==> config.mk <==
export PLATFORM = sky130hd
export DESIGN_NAME = quiet_flag_gen
export DESIGN_NICKNAME = d
export VERILOG_FILES = /design/src/rtl/quiet_flag_pkg.sv /design/src/rtl/quiet_frame_counter.sv /design/src/rtl/quiet_noise_lfsr.sv /design/src/rtl/quiet_pin_select.sv /design/src/rtl/quiet_flag_gen.sv
export SDC_FILE = /design/constraint.sdc
export NUM_CORES = 1
export LEC_CHECK = 0
export CAP_MARGIN = 5
export CORE_ASPECT_RATIO = 0.6
export CORE_MARGIN = 10
export CORE_UTILIZATION = 42
export DETAILED_ROUTE_END_ITERATION = 10
export GPL_ROUTABILITY_DRIVEN = 0
export PLACE_DENSITY = 0.76
export SLEW_MARGIN = 25
export SYNTH_ARGS = -nofsm -noshare
export SYNTH_HDL_FRONTEND = slang
export SYNTH_SLANG_ARGS = --single-unit
==> constraint.sdc <==
create_clock -name clk -period 1.5 [get_ports clk]
set_input_delay 0.45 -clock clk [delete_from_list [all_inputs] [get_ports clk]]
set_output_delay 0.45 -clock clk [all_outputs]
set_load 0.02 [all_outputs]
==> src/rtl/quiet_flag_pkg.sv <==
package quiet_flag_pkg;

   typedef enum logic {
      SRC_SILENCE = 1'b0,
      SRC_NOISE   = 1'b1
   } flag_src_e;

   // Feedback mask of a maximal-length Fibonacci register for supported widths
   function automatic logic [31:0] tap_mask(input int width);
      case (width)
         16:      return 32'h0000_D008;
         24:      return 32'h00E1_0000;
         32:      return 32'h8020_0003;
         default: return 32'h0000_0000;
      endcase
   endfunction

   function automatic bit width_supported(input int width);
      return (width == 16) || (width == 24) || (width == 32);
   endfunction

endpackage

==> src/rtl/quiet_frame_counter.sv <==
module quiet_frame_counter #(
   parameter int SAMPLE_W = 24,
   parameter int LIMIT    = 1024,
   localparam int CNT_W   = $clog2(LIMIT + 1)
) (
   input  logic                clk,
   input  logic                rst_n,
   input  logic                vld,
   input  logic [SAMPLE_W-1:0] left_s,
   input  logic [SAMPLE_W-1:0] right_s,
   output logic [CNT_W-1:0]    cnt,
   output logic                silent
);

   localparam logic [CNT_W-1:0] LIMIT_V = CNT_W'(LIMIT);

   if (LIMIT < 1) begin : g_bad_limit
      $error("quiet_frame_counter: LIMIT must be at least 1");
   end
   if (SAMPLE_W < 1) begin : g_bad_width
      $error("quiet_frame_counter: SAMPLE_W must be at least 1");
   end

   logic             both_zero;
   logic [CNT_W-1:0] cnt_q;

   assign both_zero = (left_s == '0) && (right_s == '0);

   always_ff @(posedge clk or negedge rst_n) begin
      if (!rst_n) begin
         cnt_q <= '0;
      end else if (vld) begin
         if (!both_zero) begin
            cnt_q <= '0;
         end else if (cnt_q != LIMIT_V) begin
            cnt_q <= cnt_q + 1'b1;
         end
      end
   end

   assign cnt    = cnt_q;
   assign silent = (cnt_q == LIMIT_V);

endmodule

==> src/rtl/quiet_noise_lfsr.sv <==
module quiet_noise_lfsr #(
   parameter int           W    = 24,
   parameter logic [W-1:0] SEED = W'(24'hACE1B5)
) (
   input  logic clk,
   input  logic rst_n,
   input  logic step,
   output logic bit_o
);

   localparam logic [31:0]  TAPS_FULL = quiet_flag_pkg::tap_mask(W);
   localparam logic [W-1:0] TAPS      = TAPS_FULL[W-1:0];

   if (!quiet_flag_pkg::width_supported(W)) begin : g_bad_w
      $error("quiet_noise_lfsr: width %0d has no tap set", W);
   end
   if (SEED == '0) begin : g_bad_seed
      $error("quiet_noise_lfsr: SEED must be nonzero");
   end

   logic [W-1:0] state_q;
   logic         fb;

   assign fb = ^(state_q & TAPS);

   always_ff @(posedge clk or negedge rst_n) begin
      if (!rst_n) begin
         state_q <= SEED;
      end else if (step) begin
         state_q <= {state_q[W-2:0], fb};
      end
   end

   assign bit_o = state_q[W-1];

endmodule

==> src/rtl/quiet_pin_select.sv <==
module quiet_pin_select #(
   parameter int               TEST_W     = 8,
   parameter logic [TEST_W-1:0] NOISE_CODE = TEST_W'(7),
   parameter bit               REG_PIN    = 1'b0
) (
   input  logic              clk,
   input  logic              rst_n,
   input  logic [TEST_W-1:0] code,
   input  logic              silent,
   input  logic              noise,
   output logic              pin
);

   import quiet_flag_pkg::*;

   flag_src_e src;
   logic      pin_d;

   assign src   = (code == NOISE_CODE) ? SRC_NOISE : SRC_SILENCE;
   assign pin_d = (src == SRC_NOISE) ? noise : silent;

   if (REG_PIN) begin : g_reg
      logic pin_q;
      always_ff @(posedge clk or negedge rst_n) begin
         if (!rst_n) pin_q <= 1'b0;
         else        pin_q <= pin_d;
      end
      assign pin = pin_q;
   end else begin : g_comb
      assign pin = pin_d;
   end

endmodule

==> src/rtl/quiet_flag_gen.sv <==
module quiet_flag_gen #(
   parameter int                 SAMPLE_W   = 24,
   parameter int                 LIMIT      = 1024,
   parameter int                 LFSR_W     = 24,
   parameter logic [LFSR_W-1:0]  SEED       = LFSR_W'(24'hACE1B5),
   parameter int                 TEST_W     = 8,
   parameter logic [TEST_W-1:0]  NOISE_CODE = TEST_W'(7),
   parameter bit                 REG_PIN    = 1'b0
) (
   input  logic                clk,
   input  logic                rst_n,
   input  logic                smp_vld,
   input  logic [SAMPLE_W-1:0] smp_left,
   input  logic [SAMPLE_W-1:0] smp_right,
   input  logic                noise_en,
   input  logic [TEST_W-1:0]   test_code,
   output logic                zero_flag,
   output logic                silent_raw,
   output logic                noise_bit
);

   localparam int CNT_W = $clog2(LIMIT + 1);

   if (TEST_W < 1) begin : g_bad_test_w
      $error("quiet_flag_gen: TEST_W must be at least 1");
   end

   logic [CNT_W-1:0] frame_cnt;
   logic             silent_w;
   logic             noise_w;

   quiet_frame_counter #(
      .SAMPLE_W (SAMPLE_W),
      .LIMIT    (LIMIT)
   ) u_frames (
      .clk     (clk),
      .rst_n   (rst_n),
      .vld     (smp_vld),
      .left_s  (smp_left),
      .right_s (smp_right),
      .cnt     (frame_cnt),
      .silent  (silent_w)
   );

   quiet_noise_lfsr #(
      .W    (LFSR_W),
      .SEED (SEED)
   ) u_noise (
      .clk   (clk),
      .rst_n (rst_n),
      .step  (noise_en),
      .bit_o (noise_w)
   );

   quiet_pin_select #(
      .TEST_W     (TEST_W),
      .NOISE_CODE (NOISE_CODE),
      .REG_PIN    (REG_PIN)
   ) u_pin (
      .clk    (clk),
      .rst_n  (rst_n),
      .code   (test_code),
      .silent (silent_w),
      .noise  (noise_w),
      .pin    (zero_flag)
   );

   assign silent_raw = silent_w;
   assign noise_bit  = noise_w;

endmodule

==> flow_metrics.tcl <==
set metrics [dict create \
    status "complete, but fails checks" \
    violations "negative setup slack" \
    antennaDiodeCount 0 \
    cp_slowest_stage_delay_ps 410 \
    die-area_um2 8010 \
    ant_nets 0 \
    fillCellCount 284 \
    grt_max_degree 36 \
    synth.area.top_cells "dfrtp_1, dfstp_2, mux2_2, nor4_4, nor4_2" \
    path_buf_inv 2 \
    num_rows 19 \
    fin_ws_ps -511 \
    antenna_found_initial 0 \
    peakVddDrop_uv 701 \
    clockRootBuffer "clkbuf_8" \
    clkSinkCount 35 \
    wl_per_cell_um 17.6 \
    h-tree-depth 2 \
    regToRegSetupSlack_ps -390 \
    cts_tree "yes" \
    grt_overflow 0 \
    cap_violations 0 \
    die_h_um 73.5 \
    initial_core_util_pct 43.6 \
    fp.coreArea_um2 4590 \
    hold_end "u_noise.state_q[0]$_DFFE_PN1P_" \
    fin_crit_ps 2010 \
    vias 1739 \
    synth_nets 213 \
    ys_warn_count 0 \
    period_share_pct 134 \
    cts_max_path_buffers 2 \
    setup_tns_ps -2230 \
    drive_gt1_share_pct 64.4 \
    routed_wirelength_mm 5.70 \
    reg2reg_to "u_frames.cnt[1]$_DFFE_PN0P_" \
    final_cell_area_um2 3280 \
    pre_cts_ws_ps -1120 \
    utilization_pct 71.6 \
    postPlaceCellArea_um2 2970 \
    numCtsBuffers 5 \
    viasPerCell 5.37 \
    io_buffers 62 \
    crit_slowest_cell "dfrtp_1" \
    cts.clk_slew.worst_paths_ps 70 \
    yosysUniqueCellTypes 36 \
    synthTopCellsByCount "mux2_2, dfrtp_1, dfstp_2" \
    fin_nets 322 \
    total_leakage_power_nw 1.42 \
    synth.most_common_cell "mux2_2" \
    grt_pass1_vias 1728 \
    seq_area_frac_synth_pct 44.6 \
    synth_edf_count 0 \
    ff2ff_path_depth 7 \
    crit_required_ps 1050 \
    ios 63 \
    drtIter0Drc 107 \
    first_pass_iters 4 \
    finalSetupViolations 10 \
    start_kind "flip-flop" \
    holdCritPathClass "reg -> reg" \
    grt_use_total_pct 14.0 \
    crit_family "simple AND/OR/NAND/NOR gates" \
    slew_headroom_pct 78.7 \
    skew_ps 4.88 \
    worstSetupPathType "reg -> out" \
    ys_seq_elements 35 \
    die_x_um 109 \
    cp_max_fo 2 \
    arrival_ps 1560 \
    async_flop_share_pct 100 \
    power_density_nw_per_um2 898 \
    path_cells "nor4_2 > nand4_2 > inv_2 > mux2_4 > buf_6" \
    area_delta_synth_final_pct 64.2 \
    place_hpwl_mm 4.15 \
    drc 0 \
    syn_inst 151 \
    endpoint_kind "primary output" \
    avgSynthCellArea_um2 13.2 \
    final-seq-area_um2 892 \
    synthFlopType "dfrtp_1" \
    worstHoldStart "u_noise.state_q[0]$_DFFE_PN1P_" \
    clock_latency_ps 280 \
    cts_hold_buf 0 \
    synth_top_area_share_pct 27.5 \
    fmax_mhz 497 \
    netlist_area_um2 2000 \
    rr_startpoint "u_frames.cnt[2]$_DFFE_PN0P_" \
    slew_violations 0 \
    hold_depth 2 \
    tightest_slew_ps 320 \
    final_hold_viol_count 0 \
    synth_top_cell_by_area "dfrtp_1" \
    multiInputGateArea_um2 1250 \
    grt_pass1_wl_mm 9.05 \
    rsz0062_at_grt "yes" \
]
## through the flow
step / hold WS (ps) / std cells / total power, W
finish: 495 / 324 / 0.00295
global route: 530 / 324 / 0.00314
CTS: 495 / 313 / 0.00296
detailed placement: 480 / 300 / 0.00235
global placement: 476 / 300 / 0.00232
floorplan: 154 / 151 / 0.00198
## worst max-delay path by stage
stage                                     start   endpoint  slack, ps  cells past startpoint
floorplan           u_frames.cnt[5]$_DFFE_PN0P_  zero_flag       -170                      4
global placement                   test_code[5]  zero_flag      -1060                      5
detailed placement                 test_code[5]  zero_flag      -1120                      5
CTS                 u_frames.cnt[4]$_DFFE_PN0P_  zero_flag       -510                      5
global route        u_frames.cnt[2]$_DFFE_PN0P_  zero_flag       -560                      5
finish              u_frames.cnt[2]$_DFFE_PN0P_  zero_flag       -510                      5
## layout make-up
type                    instances  share of cell area, %
repair buffers                106                   29.0
well taps                      63                   2.40
clock buffers                   5                   2.10
inverters                       6                  0.686
multi-input cells             106                   38.2
clock inverters                 3                  0.457
flip-flops and latches         35                   27.2
## sequential cells by signal, summed over array words and instances (netlist names)
register         flops
u_noise.state_q     24
u_frames.cnt        11
## cell usage in the layout (no fill, tap or decap), types with 4 or more instances in the layout
cell	count
nor2_1	4
mux2_2	23
inv_1	5
buf_6	29
nand4_1	4
dfrtp_1	22
nor4_4	15
buf_4	31
clkbuf_8	5
clkdlybuf4s50_1	5
buf_2	20
dfstp_2	13
clkdlybuf4s15_1	12
nand2_1	8
buf_12	4
## cell families (layout without fill, tap and decap cells)
family,after synthesis,in the layout,synth area share (%)
XOR/XNOR,3,3,1.31
buffers and inverters,10,120,2.38
adder cells (fa/ha/maj),2,2,1.25
AO/OA/AOI/OAI,22,22,9.51
multiplexers,25,25,14.0
flip-flops,35,35,44.6
AND/OR/NAND/NOR,54,54,27.0
## metal layers
metal  share of wire, %  track usage [%]
met5                  0                0
met3                5.1             3.76
met2                 48             21.4
met4                1.0             2.62
met1                 46             19.5
## power breakdown
group	internal (W)	switching, W	total (W)
Sequential	0.00139	0.000167	0.00155
Clock	0.000317	0.000332	0.000650
Combinational	0.000476	0.000272	0.000747
Total	0.00218	0.000771	0.00295
## worst min-delay path, delay by kind of cell, from the launching register on
family,cells,cell delay [ps]
flip-flops,1,370
AND/OR/NAND/NOR,1,80
AO/OA/AOI/OAI,1,50
## repair_timing
action	CTS	global route
endpoints found under the setup margin	14	13
cloned	0	0
pin swaps	33	18
buffers inserted	5	13
resized for setup	216	28
(Power assumes the default switching activity.)
